--- config.mk ---
export PLATFORM = sky130hd
export DESIGN_NAME = mw_master
export DESIGN_NICKNAME = d
export VERILOG_FILES = /design/src/rtl/mw_pkg.sv /design/src/rtl/mw_clkgen.sv /design/src/rtl/mw_shifter.sv /design/src/rtl/mw_regs.sv /design/src/rtl/mw_master.sv
export SDC_FILE = /design/constraint.sdc
export NUM_CORES = 1
export LEC_CHECK = 0
export BUFFER_PORTS_ARGS = -buffer_cell sky130_fd_sc_hd__buf_2
export CAP_MARGIN = 15
export CELL_PAD_IN_SITES_DETAIL_PLACEMENT = 0
export CELL_PAD_IN_SITES_GLOBAL_PLACEMENT = 1
export CORE_MARGIN = 3
export CORE_UTILIZATION = 44
export DETAILED_ROUTE_END_ITERATION = 12
export GPL_ROUTABILITY_DRIVEN = 0
export PLACE_DENSITY = 0.75
export REMOVE_ABC_BUFFERS = 1
export SLEW_MARGIN = 20
export SYNTH_ARGS = -nofsm -noshare
export SYNTH_HDL_FRONTEND = slang
export SYNTH_SLANG_ARGS = --single-unit
export TNS_END_PERCENT = 20
--- constraint.sdc ---
create_clock -name clk -period 2.74 [get_ports clk]
set_input_delay 0.137 -clock clk [delete_from_list [all_inputs] [get_ports clk]]
set_output_delay 0.137 -clock clk [all_outputs]
set_load 0.005 [all_outputs]
--- src/rtl/mw_pkg.sv ---
package mw_pkg;
    localparam int DATA_W  = 16;
    localparam int NUM_CS  = 4;
    localparam int CNT_W   = 5;
    localparam int SEL_W   = $clog2(NUM_CS);
    localparam int ADDR_W  = 3;
    localparam int NUM_CFG = 5;
    localparam int FLD_W   = 6;
    localparam int DIV_W   = 4;

    localparam int B_READY = 15;
    localparam int B_BUSY  = 14;
    localparam int B_START = 13;
    localparam int B_CSCMD = 12;

    localparam logic [ADDR_W-1:0] A_DATA = 3'd0;
    localparam logic [ADDR_W-1:0] A_CMD  = 3'd1;
    localparam logic [ADDR_W-1:0] A_CFG0 = 3'd2;

    typedef struct packed {
        logic       rdy_chk;
        logic [1:0] post;
        logic       cs_hi;
        logic       wr_rise;
        logic       rd_fall;
    } cs_cfg_t;

    typedef enum logic [1:0] {ST_IDLE, ST_WR, ST_RD} sh_state_t;

    function automatic logic [DIV_W-1:0] div1_ratio(input logic [1:0] code);
        case (code)
            2'd0:    return 4'd2;
            2'd1:    return 4'd4;
            2'd2:    return 4'd7;
            default: return 4'd10;
        endcase
    endfunction

    function automatic logic [2:0] post_half(input logic [1:0] code);
        case (code)
            2'd0:    return 3'd1;
            2'd1:    return 3'd2;
            default: return 3'd4;
        endcase
    endfunction

    function automatic logic [CNT_W-1:0] clamp_cnt(input logic [CNT_W-1:0] c);
        return (c > CNT_W'(DATA_W)) ? CNT_W'(DATA_W) : c;
    endfunction
endpackage

--- src/rtl/mw_clkgen.sv ---
module mw_clkgen
    import mw_pkg::*;
(
    input  logic       clk,
    input  logic       rst,
    input  logic       run,
    input  logic [1:0] div1_code,
    input  logic [1:0] post_code,
    output logic       htick
);
    logic [DIV_W-1:0] c1_q;
    logic [2:0]       c2_q;
    logic             tick1;
    logic [DIV_W-1:0] ratio;
    logic [2:0]       half;

    assign ratio = div1_ratio(div1_code);
    assign half  = post_half(post_code);
    assign tick1 = run && (c1_q == ratio - 1'b1);
    assign htick = tick1 && (c2_q == half - 1'b1);

    always_ff @(posedge clk) begin
        if (rst || !run) begin
            c1_q <= '0;
            c2_q <= '0;
        end else begin
            c1_q <= tick1 ? '0 : c1_q + 1'b1;
            if (tick1)
                c2_q <= htick ? '0 : c2_q + 1'b1;
        end
    end
endmodule

--- src/rtl/mw_shifter.sv ---
module mw_shifter
    import mw_pkg::*;
#(
    parameter int DW = DATA_W,
    parameter int CW = CNT_W
) (
    input  logic          clk,
    input  logic          rst,
    input  logic          start,
    input  logic [CW-1:0] start_w,
    input  logic [CW-1:0] start_r,
    input  logic          start_wr_rise,
    input  logic          start_rd_fall,
    input  logic [1:0]    start_post,
    input  logic [DW-1:0] tx_word,
    input  logic          htick,
    input  logic          sdi,
    output logic          busy,
    output logic          ph,
    output logic          sdo,
    output logic [1:0]    post_code,
    output logic          rx_done,
    output logic [DW-1:0] rx_data
);
    sh_state_t     state_q;
    logic [CW-1:0] wc_q, rc_q, bit_q;
    logic [DW-1:0] tsh_q, rsh_q, rnext;
    logic          wr_rise_q, rd_fall_q;

    assign busy      = (state_q != ST_IDLE);
    assign rnext     = {rsh_q[DW-2:0], sdi};

    always_ff @(posedge clk) begin
        if (rst) begin
            state_q   <= ST_IDLE;
            ph        <= 1'b0;
            sdo       <= 1'b0;
            wc_q      <= '0;
            rc_q      <= '0;
            bit_q     <= '0;
            tsh_q     <= '0;
            rsh_q     <= '0;
            wr_rise_q <= 1'b0;
            rd_fall_q <= 1'b0;
            post_code <= '0;
            rx_done   <= 1'b0;
            rx_data   <= '0;
        end else begin
            rx_done <= 1'b0;
            case (state_q)
                ST_IDLE: begin
                    if (start) begin
                        wc_q      <= start_w;
                        rc_q      <= start_r;
                        wr_rise_q <= start_wr_rise;
                        rd_fall_q <= start_rd_fall;
                        post_code <= start_post;
                        bit_q     <= '0;
                        ph        <= 1'b0;
                        rsh_q     <= '0;
                        if (start_w != '0) begin
                            state_q <= ST_WR;
                            if (!start_wr_rise) begin
                                sdo   <= tx_word[DW-1];
                                tsh_q <= tx_word << 1;
                            end else begin
                                tsh_q <= tx_word;
                            end
                        end else begin
                            state_q <= ST_RD;
                        end
                    end
                end
                ST_WR: begin
                    if (htick) begin
                        ph <= ~ph;
                        if (!ph) begin
                            if (wr_rise_q) begin
                                sdo   <= tsh_q[DW-1];
                                tsh_q <= tsh_q << 1;
                            end
                        end else if (bit_q == wc_q - 1'b1) begin
                            bit_q <= '0;
                            rsh_q <= '0;
                            state_q <= (rc_q != '0) ? ST_RD : ST_IDLE;
                        end else begin
                            bit_q <= bit_q + 1'b1;
                            if (!wr_rise_q) begin
                                sdo   <= tsh_q[DW-1];
                                tsh_q <= tsh_q << 1;
                            end
                        end
                    end
                end
                ST_RD: begin
                    if (htick) begin
                        ph <= ~ph;
                        if (!ph) begin
                            if (!rd_fall_q)
                                rsh_q <= rnext;
                        end else if (bit_q == rc_q - 1'b1) begin
                            rx_data <= rd_fall_q ? rnext : rsh_q;
                            rx_done <= 1'b1;
                            bit_q   <= '0;
                            state_q <= ST_IDLE;
                        end else begin
                            bit_q <= bit_q + 1'b1;
                            if (rd_fall_q)
                                rsh_q <= rnext;
                        end
                    end
                end
                default: state_q <= ST_IDLE;
            endcase
        end
    end

    // the internal clock rests low whenever no shift is in progress
    a_r5_idle_low: assert property (@(posedge clk) disable iff (rst)
        (state_q == ST_IDLE) |-> !ph);

    // completing a read leaves the shifter idle
    a_r9_done_idle: assert property (@(posedge clk) disable iff (rst)
        rx_done |-> !busy);
endmodule

--- src/rtl/mw_regs.sv ---
module mw_regs
    import mw_pkg::*;
#(
    parameter int DW = DATA_W,
    parameter int AW = ADDR_W,
    parameter int NC = NUM_CS,
    parameter int CW = CNT_W
) (
    input  logic             clk,
    input  logic             rst,
    input  logic             wr,
    input  logic             rd,
    input  logic [AW-1:0]    addr,
    input  logic [DW-1:0]    wdata,
    output logic [DW-1:0]    rdata,
    input  logic             busy,
    input  logic             rx_done,
    input  logic [DW-1:0]    rx_data,
    output logic [DW-1:0]    tx_word,
    output logic             start,
    output logic [CW-1:0]    start_w,
    output logic [CW-1:0]    start_r,
    output cs_cfg_t          start_cfg,
    output logic             clk_en,
    output logic [1:0]       div1_code,
    output logic             cpol,
    output logic             cs_cmd,
    output logic [SEL_W-1:0] cs_sel,
    output logic [NC-1:0]    cs_hi,
    output logic             ready
);
    localparam int PAIRS = NC / 2;

    logic [DW-1:0]    cfg_q [NUM_CFG];
    logic [DW-1:0]    rdr_q;
    logic [CW-1:0]    wcnt_q, rcnt_q;
    cs_cfg_t          cs_cfg [NC];
    logic [DW-1:0]    pair_word [PAIRS];
    logic             cmd_wr;
    logic [CW-1:0]    raw_w, raw_r;
    logic [SEL_W-1:0] new_sel;

    for (genvar i = 0; i < NC; i++) begin : g_fld
        assign cs_cfg[i] = cs_cfg_t'(cfg_q[i/2][FLD_W*(i%2) +: FLD_W]);
        assign cs_hi[i]  = cs_cfg[i].cs_hi;
    end

    for (genvar p = 0; p < PAIRS; p++) begin : g_pair
        assign pair_word[p] = {cfg_q[p][DW-1:2*FLD_W], cs_cfg[2*p+1], cs_cfg[2*p]};
    end

    assign raw_w     = wdata[2*CW-1:CW];
    assign raw_r     = wdata[CW-1:0];
    assign new_sel   = wdata[B_CSCMD-1 -: SEL_W];
    assign cmd_wr    = wr && (addr == A_CMD) && !busy;
    assign start     = cmd_wr && wdata[B_START] && ((raw_w != '0) || (raw_r != '0));
    assign start_w   = clamp_cnt(raw_w);
    assign start_r   = clamp_cnt(raw_r);
    assign start_cfg = cs_cfg[new_sel];
    assign clk_en    = cfg_q[2][0];
    assign div1_code = cfg_q[2][2:1];
    assign cpol      = cfg_q[3][0];

    always_ff @(posedge clk) begin
        if (rst) begin
            for (int k = 0; k < NUM_CFG; k++) cfg_q[k] <= '0;
            tx_word <= '0;
            rdr_q   <= '0;
            wcnt_q  <= '0;
            rcnt_q  <= '0;
            cs_cmd  <= 1'b0;
            cs_sel  <= '0;
            ready   <= 1'b0;
        end else begin
            if (wr && addr == A_DATA)
                tx_word <= wdata;
            if (cmd_wr) begin
                cs_cmd <= wdata[B_CSCMD];
                cs_sel <= new_sel;
                wcnt_q <= raw_w;
                rcnt_q <= raw_r;
            end
            if (wr && addr >= A_CFG0 && addr < A_CFG0 + AW'(NUM_CFG))
                cfg_q[addr - A_CFG0] <= wdata;
            if (rx_done) begin
                rdr_q <= rx_data;
                ready <= 1'b1;
            end else if (rd && addr == A_DATA) begin
                ready <= 1'b0;
            end
        end
    end

    always_comb begin
        rdata = '0;
        case (addr)
            A_DATA:  rdata = rdr_q;
            A_CMD:   rdata = {ready, busy, 1'b0, cs_cmd, cs_sel, wcnt_q, rcnt_q};
            3'd2:    rdata = pair_word[0];
            3'd3:    rdata = pair_word[1];
            3'd4:    rdata = cfg_q[2];
            3'd5:    rdata = cfg_q[3];
            3'd6:    rdata = cfg_q[4];
            default: rdata = '0;
        endcase
    end

    // a completed read always leaves the ready flag set
    a_r10_ready_set: assert property (@(posedge clk) disable iff (rst)
        rx_done |=> ready);
endmodule

--- src/rtl/mw_master.sv ---
module mw_master
    import mw_pkg::*;
(
    input  logic              clk,
    input  logic              rst,
    input  logic              bus_wr,
    input  logic              bus_rd,
    input  logic [ADDR_W-1:0] bus_addr,
    input  logic [DATA_W-1:0] bus_wdata,
    output logic [DATA_W-1:0] bus_rdata,
    output logic              ser_clk,
    output logic              ser_do,
    input  logic              ser_di,
    output logic [NUM_CS-1:0] ser_cs
);
    logic              busy, ph, htick, rx_done, start, clk_en, cpol, cs_cmd, ready;
    logic [DATA_W-1:0] rx_data, tx_word;
    logic [CNT_W-1:0]  start_w, start_r;
    cs_cfg_t           start_cfg;
    logic [1:0]        div1_code, post_code;
    logic [SEL_W-1:0]  cs_sel;
    logic [NUM_CS-1:0] cs_hi;

    mw_regs u_regs (
        .clk(clk), .rst(rst), .wr(bus_wr), .rd(bus_rd), .addr(bus_addr),
        .wdata(bus_wdata), .rdata(bus_rdata), .busy(busy), .rx_done(rx_done),
        .rx_data(rx_data), .tx_word(tx_word), .start(start), .start_w(start_w),
        .start_r(start_r), .start_cfg(start_cfg), .clk_en(clk_en),
        .div1_code(div1_code), .cpol(cpol), .cs_cmd(cs_cmd), .cs_sel(cs_sel),
        .cs_hi(cs_hi), .ready(ready)
    );

    mw_clkgen u_clk (
        .clk(clk), .rst(rst), .run(busy && clk_en), .div1_code(div1_code),
        .post_code(post_code), .htick(htick)
    );

    mw_shifter u_sh (
        .clk(clk), .rst(rst), .start(start), .start_w(start_w), .start_r(start_r),
        .start_wr_rise(start_cfg.wr_rise), .start_rd_fall(start_cfg.rd_fall),
        .start_post(start_cfg.post), .tx_word(tx_word), .htick(htick),
        .sdi(ser_di), .busy(busy), .ph(ph), .sdo(ser_do), .post_code(post_code),
        .rx_done(rx_done), .rx_data(rx_data)
    );

    assign ser_clk = ph ^ cpol;

    for (genvar i = 0; i < NUM_CS; i++) begin : g_cs
        assign ser_cs[i] = (cs_cmd && cs_sel == SEL_W'(i)) ? cs_hi[i] : ~cs_hi[i];
    end

    // an accepted start is visible as busy on the next cycle
    a_r9_busy_after_start: assert property (@(posedge clk) disable iff (rst)
        start |=> busy);

    // with the controller clock gated off the serial clock holds still
    a_r8_gated_hold: assert property (@(posedge clk) disable iff (rst)
        !clk_en |=> $stable(ph));
endmodule

# Yosys cells after proc, flatten, opt, wreduce, memory -nomap -nowiden
# Memories as Yosys holds them, arrays and structs flattened.
# Index checks and enable logic that the tools add are counted.
# word_totals
ff_bits	125
latch_bits	0
ram_bits	80
mem_bits_ro	0
input_bits	24
out_inout_bits	22
elab_cells	196
mem_count	1
# op_classes
addsub	8
mul	0
n_div	0
order_cmp	5
eq_ne	33
shifts	0
muxes	73
bitwise_logic	9
reduce_logical	45
# mem_list
memory	depth	word_bits	read_ports	rd_clocked_by_memory_dff	wr	line_no	source
u_regs.cfg_q	5	16	5	0	5	mw_regs.sv:34	logic [DW-1:0] cfg_q [NUM_CFG];
# ops
operator	count
two-way mux 16 bit	18
case mux 16 bit (7 select lines)	1
two-way mux 5 bit	11
case mux 16 bit (3 select lines)	1
case mux 16 bit (2 select lines)	1
two-way mux 1 bit	23
nonzero test 5 bit	4
two-way mux 2 bit	9
AND reduction 8 bit	2
OR reduction 16 bit	1
logical AND 1 bit	15
case mux 5 bit (3 select lines)	1
AND reduction 7 bit	2
binary-select mux 6 bit (select 2 bit)	1
!= test 2 x 1 -> 1 bit (second input constant)	6
case mux 4 bit (3 select lines)	1
equality test 5 bit	2
> comparator 5 bit (second input constant)	2
subtractor 5 x 1 -> 5 bit (second input constant)	2
equality test 3 bit (second input constant)	3
!= test 3 bit (second input constant)	3
equality test 2 x 1 -> 1 bit (second input constant)	4
equality test 2 bit (second input constant)	4
logical NOT 2 bit	4
34 further kinds	52

# Depth between registers and ports, before layout
# Gate-level depths: netlist of run 1.
# An unclocked memory read counts as a cell.
# depth
depth_word	9
depth_mapped	11
ltp_nobuf	8

# Cells and area by module
# Synthesis of run 1 repeated with hierarchy kept, for this count alone.
# unflattened
hier_cells	1061
hier_area_um2	10560.1
# modules_own_cells
mod	instances	cells_each	area_per_inst_um2	seq_area_each_um2
mw_regs	1	512	5959.5	3323.2
mw_shifter	1	492	4046.4	1441.4
mw_clkgen	1	47	471.7	140.1
mw_master	1	10	82.6	0.0

# Worst setup path after synthesis of run 1
# No wires, ideal clock.
# synth_path
kind	register to register
from	memory u_regs.cfg_q[2][2] in the netlist's numbering
to	register u_sh.rsh_q[13]
setup_time_ps	117
arrival_ps	2629
required_time_ps	2623
setup_slack_ps	-6
stages_incl_launch_ff	9
n_path_buf	1
synth_period_minus_slack_ps	2746
path_cell_list	edfxtp_1 ha_1 or3b_1 a2111oi_2 nand2_1 o21a_1 o41a_4 buf_6 a22o_1
# synth_lines
element	line_no	source
start: declaration	mw_regs.sv:34	
end signal: assignment	mw_shifter.sv:100	rsh_q <= rnext;
end signal: assignment	mw_shifter.sv:109	rsh_q <= rnext;
end: declaration	mw_shifter.sv:27	logic [DW-1:0] tsh_q, rsh_q, rnext;

==> impl_metrics.tcl, run 1 <==
set metrics [dict create \
    outcome "complete, no violations" \
    cp_data_required_time_ps 3160 \
    skew_ps 16.2 \
    power.density_nw_per_um2 666 \
    io_pins 46 \
    worstRegToRegCells 9 \
    ys.flop_type "dfxtp_1" \
    placedCellCount 1254 \
    cts_buffers 24 \
    cap_viol_max_count 0 \
    worst_pin_slew_ps 1050 \
    start_kind "register" \
    reg2reg_from "u_regs.cfg_q[2][2]" \
    comb_power_share_pct 12.2 \
    critPathCaptureType "register" \
    timing.fmax_ghz 0.373 \
    path_clk_slew_ps 60 \
    cts_tree "yes" \
    cts-root-buf "clkbuf_16" \
    post_drt_wl_per_cell_um 20.5 \
    ant_nets 0 \
    drive_gt1_share_pct 17.8 \
    hold_class "in -> reg" \
    die_w_um 154 \
    antenna_found_initial 0 \
    nets 1053 \
    initial_utilization_pct 45.3 \
    r2r_end "u_sh.tsh_q[9]" \
    slowest_stage "a2111o_1" \
    crit_type "reg -> reg" \
    n_fill_cell 1876 \
    finalHoldViolCount 0 \
    report.final.slew_viol_count 0 \
    diodes 0 \
    syn_to_final_growth_pct 19.1 \
    cp.depth 9 \
    drc 0 \
    crit_family "compound AO/OA/AOI/OAI gates" \
    setup_viol 0 \
    hpwl_um 17600 \
    total_power_mw 7.66 \
    grt_max_degree 51 \
    holdWs_ps 10.5 \
    synth-edff-count 80 \
    ys_seq_area_share_pct 50.9 \
    utilization_pct 54.0 \
    final_common_cell "dfxtp_1" \
    die_h_um 154 \
    cts.sinks 205 \
    viasPerCell 5.68 \
    power.internal_mw 5.72 \
    ys_types 59 \
    synth.avg_cell_area_sq_um 10.2 \
    io_buffers 45 \
    p_switching_mw 1.94 \
    irDropWorstVdd_mv 0.417 \
    min_period_ps 2680 \
    dp_slack_ps 22.1 \
    max_stage_delay_ps 500 \
    cp_max_fo 15 \
    fin_tns_setup_ps 0 \
    clockBufferDepth 3 \
    wl_um 26900 \
    rsz0062_at_grt "yes" \
    crit_start "u_regs.cfg_q[2][2]" \
    layout_common_cells "125 x dfxtp_1, 105 x nor2_1, 80 x edfxtp_1, 78 x mux2i_1, 77 x and2_1" \
    fin_cells 1312 \
    synthArstFlopShare_pct 0 \
    ys_seq_elements 205 \
    drt_iter0_markers 577 \
    whs_path_depth 3 \
    vias 7458 \
    critPathCapture "u_sh.tsh_q[9]" \
    p_sw_share_pct 25.4 \
    floorplan.rows 53 \
    post-route-period-util_pct 97.8 \
    max-slew-margin-rel_pct 29.9 \
    r2r_slack_ps 60 \
    worstPathArrival_ps 3100 \
    p_leak_nw 4.25 \
    design_area_sq_um 11500 \
    firstDrtPassIters 5 \
    setup_ws_ps 60.6 \
    grt_pass1_wl_um 41600 \
    grt_use_total_pct 22.0 \
    cp_cell_sequence "ha_2 -> or3b_4 -> a2111o_1 -> a2111oi_4 -> buf_4 -> o21a_1 -> nor2_1 -> buf_12 -> o31ai_1" \
    yosysWarnings 0 \
    die-area_sq_um 23700 \
    synthCells 944 \
    synth_area_sq_um 9640 \
    placed_cell_area_sq_um 10400 \
    h-tree-depth 1 \
    seqPwrFrac_pct 43.3 \
    gr-total-overflow 0 \
    core_region_area_sq_um 21300 \
    power_frac_clock_pct 44.4 \
    grt_pass1_vias 7092 \
    critPathBufInv 2 \
    clk_latency_ps 520 \
]
[cell usage after synthesis, drive strengths merged (4+ instances only)]
library cell  count  area (sq um)
or3               5          31.3
nand4            16           100
and2             77           482
a21oi            68           340
a211oi           20           150
mux2              5          56.3
ha               10           125
a22oi             8          60.1
mux2i            78           781
o211ai            4          30.0
xnor2            13           114
mux4              9           203
nand2            67           251
a31oi             4          25.0
dfxtp           125          2500
nor2            106           398
a22o             22           193
inv              15          56.3
nor2b             8          50.1
edfxtp           80          2400
xor2              9          78.8
nor4              4          40.0
o21ai            13          65.1
nor3             13          65.1
a221oi            4          35.0
nand3b            9          67.6
nand2b            6          37.5
buf              17          78.8
a32oi             7          61.3
nand3            14          70.1
o31ai            16           120
a221o             7          70.1
clkbuf           51           191
[power by group through the flow]
stage | logic (mW) | clock network, mW | registers, mW
final | 0.936 | 3.40 | 3.32
after global routing | 1.01 | 3.57 | 3.33
after CTS | 0.887 | 3.46 | 3.32
after detailed placement | 0.873 | 0 | 3.38
after global placement | 0.869 | 0 | 3.38
after floorplan | 0.461 | 0 | 3.37
[registers in the layout (all words and copies together) (netlist names), 2 cells and up]
signal	flops
u_sh.wc_q	5
u_regs.rdr_q	16
u_sh.post_code	2
u_sh.rx_data	16
u_regs.cfg_q	80
u_sh.tsh_q	16
u_regs.tx_word	16
u_regs.rcnt_q	5
u_sh.rsh_q	16
u_sh.rc_q	5
u_sh.bit_q	5
u_regs.wcnt_q	5
u_clk.c1_q	4
u_regs.cs_sel	2
u_clk.c2_q	3
u_sh.state_q	2
[logic make-up after synthesis]
kind of cell	after synthesis	share of synthesized area, %
AO/OA/AOI/OAI	190	13.7
AND/OR/NAND/NOR	342	18.0
XOR/XNOR	22	2.00
adder cells (fa/ha/maj)	10	1.30
buffers and inverters	83	3.39
multiplexers	92	10.8
flip-flops	205	50.9
[worst min-delay path, cell delays in order]
cell	delay, ps
buf_2	190
nand2_1	90
a21oi_1	60
[routing by layer]
layer  GRT usage [%]  part of all wire [%]  up-vias
met1            32.7                    46     3600
met5               0                     0        -
li1                -                     -     3578
met4            6.01                   2.6        0
met3            2.98                   6.3       43
met2            33.8                    45      237
[final cells by class]
class	count	area, sq um	share of cell area, %
multi-input cells	656	4490	39.0
inverters	15	56.3	0.490
flip-flops and latches	205	4900	42.7
repair buffers	117	847	7.37
clock inverters	15	193	1.68
well taps	275	344	2.99
clock buffers	29	659	5.74
[worst min-delay path by stage]
stage                      start           endpoint
global placement          ser_di      u_sh.rsh_q[0]
detailed placement        ser_di      u_sh.rsh_q[0]
floorplan                    rst  u_regs.tx_word[0]
finish              bus_wdata[7]  u_regs.tx_word[7]
global route        bus_wdata[7]  u_regs.tx_word[7]
CTS                 bus_wdata[7]  u_regs.tx_word[7]
[repair_timing]
item	in CTS	in global routing
resized for setup	0	12
hold buffers	10	0
endpoints found under the hold margin	16	0
buffers inserted	0	4
endpoints found under the setup margin	0	50
Note: power is estimated with default switching activity, not from simulation.
==> run 2, diff against run 1 <==
Settings changed: CORE_UTILIZATION 44 to 49, PLACE_DENSITY 0.75 to 0.79, REMOVE_ABC_BUFFERS 1 to not set.
Clock period 2.74 ns to 2.6 ns, I/O delays scaled along.
==> run 2 against run 1 <==
Net effect: the run now ends with negative setup slack left; first-iteration DRC count grew 11%; largest cell class unchanged; global-route usage grew 2.3 points; sequential share of layout area shrank 0.91 points; clock skew shrank 7.5 ps; largest power group is now registers; design area grew 2.2%; sequential power grew 5%.
==> impl_metrics.tcl, run 2 (synthesis gave the netlist of run 1 again) <==
set metrics [dict create \
    outcome "finished with violations" \
    violations "negative setup slack" \
    drt_iter0_markers 643 \
    design_area_sq_um 11700 \
    irDropWorstVdd_mv 0.466 \
    worst_pin_slew_ps 1110 \
    dp_slack_ps -72.4 \
    setup_ws_ps -2.63 \
    power.density_nw_per_um2 671 \
    ant_nets 0 \
    min_period_ps 2600 \
    min-delay-start "bus_wdata[9]" \
    cts_tree "yes" \
    whs_path_depth 2 \
    io_buffers 45 \
    die_h_um 146 \
    vias 7694 \
    cts-root-buf "clkbuf_16" \
    path_clk_slew_ps 60 \
    drc 0 \
    final_common_cell "dfxtp_1" \
    floorplan.rows 50 \
    syn_to_final_growth_pct 21.8 \
    nets 1082 \
    n_fill_cell 1607 \
    synthesis.nets 978 \
    core_region_area_sq_um 19000 \
    cp_max_fo 16 \
    worstPathArrival_ps 3000 \
    max-slew-margin-rel_pct 25.4 \
    max_stage_delay_ps 460 \
    hold_class "in -> reg" \
    firstDrtPassIters 5 \
    drive_gt1_share_pct 20.5 \
    grt_max_degree 66 \
    placed_cell_area_sq_um 10600 \
    cts_buffers 24 \
    io_pins 46 \
    layout_common_cells "124 x dfxtp_1, 105 x nor2_1, 85 x buf_4, 80 x edfxtp_1, 78 x mux2i_1" \
    whs_endpoint "u_regs.cfg_q[0][9]" \
    report.final.slew_viol_count 0 \
    grt_use_total_pct 24.3 \
    start_kind "register" \
    hpwl_um 17800 \
    r2r_slack_ps -3 \
    clk_latency_ps 510 \
    critPathCaptureType "register" \
    initial_utilization_pct 50.7 \
    grt_pass1_vias 7267 \
    total_power_mw 7.88 \
    die-area_sq_um 21400 \
    seq_area_sq_um 4910 \
    reg2reg_from "u_regs.cfg_q[2][2]" \
    viasPerCell 5.80 \
    setup_viol 3 \
    wl_um 26900 \
    cap_viol_max_count 0 \
    slowest_stage "o41a_4" \
    die_w_um 146 \
    cts.sinks 205 \
    p_leak_nw 4.41 \
    antenna_found_initial 1 \
    grt_pass1_wl_um 41500 \
    finalHoldViolCount 0 \
    clockBufferDepth 3 \
    post-route-period-util_pct 100 \
    h-tree-depth 1 \
    crit_type "reg -> reg" \
    worstRegToRegCells 7 \
    cp_data_required_time_ps 3000 \
    gr-total-overflow 0 \
    rsz0062_at_grt "yes" \
    post_drt_wl_per_cell_um 20.3 \
    largest_reg_flops 80 \
    multi_input_area_sq_um 4580 \
    regMostFlops "u_regs.cfg_q" \
    skew_ps 8.71 \
    timing.fmax_ghz 0.384 \
    cp_cell_sequence "ha_4 -> or3b_4 -> a2111oi_4 -> nand2_1 -> o21a_1 -> o41a_4 -> a22o_1" \
    r2r_end "u_sh.rsh_q[9]" \
    diodes 0 \
]
## run 2: worst max path at each step
stage	slack [ps]	endpoint	cells after the start	from
2_1_floorplan	-120	u_sh.rsh_q[13]	8	u_regs.cfg_q[2][2]
3_3_place_gp	-60	u_sh.sdo	9	u_regs.cfg_q[2][2]
3_5_place_dp	-70	u_sh.sdo	9	u_regs.cfg_q[2][2]
4_1_cts	8	u_sh.sdo	9	u_regs.cfg_q[2][2]
5_1_grt	-110	u_sh.rsh_q[10]	7	u_regs.cfg_q[2][2]
6_report	-3	u_sh.rsh_q[9]	7	u_regs.cfg_q[2][2]
## run 2: cell type report
type | instances | share of cell area [%]
clock buffers | 37 | 5.98
clock inverters | 7 | 0.724
inverters | 15 | 0.479
multi-input cells | 656 | 39.0
flip-flops and latches | 205 | 41.8
well taps | 260 | 2.77
repair buffers | 146 | 9.30
## run 2: metal layers
| metal | vias to the layer above | global-route usage, % | wire length [um] |
|---|---|---|---|
| met2 | 283 | 37.6 | 12300 |
| met5 | - | 0 | 13 |
| met4 | 2 | 6.44 | 630 |
| met3 | 46 | 3.38 | 1890 |
| li1 | 3635 | - | - |
| met1 | 3728 | 36.2 | 12100 |
## run 2: repair_timing
action                                  4_1_cts  5_1_grt
endpoints found under the hold margin        18        0
endpoints found under the setup margin       32       55
pin swaps                                     1       14
gates resized for setup                       6       25
setup buffers                                 0        5
gates cloned                                  0        2
hold buffers                                  9        0
## run 2: where the power goes
part | internal (mW) | switching, mW | total (mW)
clock | 2.05 | 1.29 | 3.34
sequential | 3.44 | 0.0511 | 3.50
combinational | 0.423 | 0.626 | 1.05
total | 5.92 | 1.96 | 7.88
## run 2: stage by stage
| step | setup TNS, ps | hold slack [ps] | instances | util [%] |
|---|---|---|---|---|
| final | -4.43 | 19.0 | 1326 | 61.8 |
| after global routing | -1550 | 9.25 | 1326 | 61.8 |
| after CTS | 0 | 7.67 | 1319 | 60.6 |
| after detailed placement | -1080 | 364 | 1266 | 55.9 |
| after global placement | -234 | 360 | 1266 | 55.9 |
| after floorplan | -1860 | 255 | 944 | - |
## run 2: worst max-delay path: cells and delay by family, from the launching register on
family / cells / cell delay, ps
AND/OR/NAND/NOR: 2 / 510
flip-flops: 1 / 420
adder cells (fa/ha/maj): 1 / 190
AO/OA/AOI/OAI: 4 / 1360
==> run 3, diff against run 2 <==
Settings changed: SYNTH_HIERARCHICAL set to 1.
==> run 3 against run 2 <==
Net effect: the flow now finishes without violations; sequential cell count did not move; synthesized cell count up 12%; final cell count is 5.1% higher; clock skew about the same; worst setup slack better by 37 ps; fmax grew 1.5%; utilization shrank 3.5 points; sequential share of layout area shrank 0.93 points; combinational power is 20% higher; critical path depth is 5 higher; first-iteration DRC count rose by 7.5%; wire length up 3.0%.
==> impl_metrics.tcl, run 3 <==
set metrics [dict create \
    synth_area_sq_um 10500 \
    seq_area_sq_um 4910 \
    grt_pass1_wl_um 43600 \
    max-slew-margin-rel_pct 46.5 \
    cts-root-buf "clkbuf_16" \
    irDropWorstVdd_mv 0.503 \
    slowest_stage "dfxtp_2" \
    post-route-period-util_pct 98.7 \
    die_w_um 152 \
    min_period_ps 2570 \
    firstDrtPassIters 5 \
    grt_use_total_pct 23.3 \
    cp_data_required_time_ps 2990 \
    crit_type "reg -> reg" \
    timing.fmax_ghz 0.390 \
    multi_input_area_sq_um 5200 \
    clk_latency_ps 510 \
    p_leak_nw 4.25 \
    power.density_nw_per_um2 661 \
    io_buffers 45 \
    regMostFlops "u_regs/cfg_q" \
    drt_iter0_markers 691 \
    nets 1141 \
    syn_to_final_growth_pct 14.3 \
    cap_viol_max_count 0 \
    fin_tns_setup_ps 0 \
    setup_viol 0 \
    drive_gt1_share_pct 19.7 \
    cts.sinks 205 \
    yosysWarnings 6 \
    wl_um 27800 \
    io_pins 46 \
    cts_tree "yes" \
    total_power_mw 7.94 \
    start_kind "register" \
    antenna_found_initial 0 \
    skew_ps 8.99 \
    rsz0062_at_grt "yes" \
    finalHoldViolCount 0 \
    initial_utilization_pct 51.0 \
    worstPathArrival_ps 2960 \
    vias 7983 \
    cts_buffers 24 \
    whs_path_depth 2 \
    reg2reg_from "u_sh/post_code[0]" \
    die-area_sq_um 23300 \
    worst_pin_slew_ps 800 \
    ant_nets 0 \
    floorplan.rows 52 \
    die_h_um 152 \
    grt_max_degree 58 \
    n_fill_cell 1818 \
    synth.avg_cell_area_sq_um 9.93 \
    cp_cell_sequence "or2_4 -> ha_4 -> xor2_2 -> o211ai_2 -> nor2_4 -> nand2b_1 -> a21oi_2 -> o21ai_4 -> a211oi_4 -> buf_6 -> buf_16 -> mux2_4" \
    post_drt_wl_per_cell_um 19.9 \
    diodes 0 \
    drc 0 \
    r2r_end "u_sh/rsh_q[8]" \
    hold_class "in -> reg" \
    synthesis.nets 1095 \
    r2r_slack_ps 30 \
    clockBufferDepth 3 \
    cp_max_fo 8 \
    h-tree-depth 1 \
    critPathCaptureType "register" \
    worstRegToRegCells 12 \
    core_region_area_sq_um 20600 \
    min-delay-start "rst" \
    path_clk_slew_ps 60 \
    grt_pass1_vias 7733 \
    max_stage_delay_ps 330 \
    whs_endpoint "u_regs/rcnt_q[4]" \
    final_common_cell "nand2_1" \
    synthCells 1059 \
    gr-total-overflow 0 \
    largest_reg_flops 80 \
    outcome "complete, no violations" \
    layout_common_cells "134 x nand2_1, 123 x dfxtp_1, 96 x a21oi_1, 82 x and2_1, 80 x edfxtp_1" \
    hpwl_um 17900 \
    viasPerCell 5.73 \
    report.final.slew_viol_count 0 \
]
[run 3: through the flow]
step | setup WS, ps | hold slack (ps) | area (sq um) | std cells | utilization, %
2_1_floorplan | -51.8 | 266 | 10600 | 1059 | -
3_3_place_gp | -16.8 | 457 | 11000 | 1330 | 53.5
3_5_place_dp | -56.9 | 462 | 11000 | 1330 | 53.5
4_1_cts | -3.32 | 0.501 | 12000 | 1390 | 58.0
5_1_grt | -52.0 | 11.7 | 12000 | 1393 | 58.3
6_report | 34.7 | 19.5 | 12000 | 1393 | 58.3
[run 3: worst max path at each step]
stage | depth (start not counted) | to | start
after floorplan | 11 | u_sh/rsh_q[10] | u_sh/post_code[1]
after global placement | 10 | u_sh/state_q[1] | u_sh/post_code[1]
after detailed placement | 11 | u_sh/rsh_q[3] | u_sh/post_code[1]
after CTS | 11 | u_sh/rsh_q[8] | u_sh/post_code[1]
after global routing | 12 | u_sh/rsh_q[12] | u_sh/post_code[0]
final | 12 | u_sh/rsh_q[8] | u_sh/post_code[0]
[run 3: where the power goes]
group          switching (mW)  internal [mW]  leakage [nW]
clock network            1.31           1.87         0.371
registers              0.0503           3.45          1.78
logic                   0.757          0.502          2.11
[run 3: routing by layer]
layer	wire (um)	track usage (%)	up-vias	share of wire, %
li1	-	-	3856	-
met1	12100	32.9	3824	44
met2	13200	38.2	257	47
met3	1820	3.01	46	6.5
met4	644	5.77	0	2.3
met5	0	0	-	0
[run 3: cell type report]
type / instances / area share, %
multi-input combinational: 752 / 43.3
sequential: 205 / 40.8
timing repair buffer: 109 / 6.46
clock buffer: 37 / 5.91
tap: 270 / 2.81
inverter: 13 / 0.427
clock inverter: 7 / 0.281
[run 3: critical path: cells and delay by family (launching register included)]
kind | cells | cell delay, ps
adders and majority gates | 1 | 270
xor gates and xnor gates | 1 | 140
AOI/OAI and AO/OA | 4 | 640
and+or+nand+nor | 3 | 510
DFF | 1 | 330
buffers and inverters | 2 | 280
muxes | 1 | 290
[run 3: repair_timing]
action                     in CTS  in global routing
buffers inserted                2                  4
hold endpoints to repair       17                  0
resized for setup               1                 12
pin swaps                       2                  9
hold buffers                   13                  0
cloned                          1                  0
setup endpoints to repair      21                 35
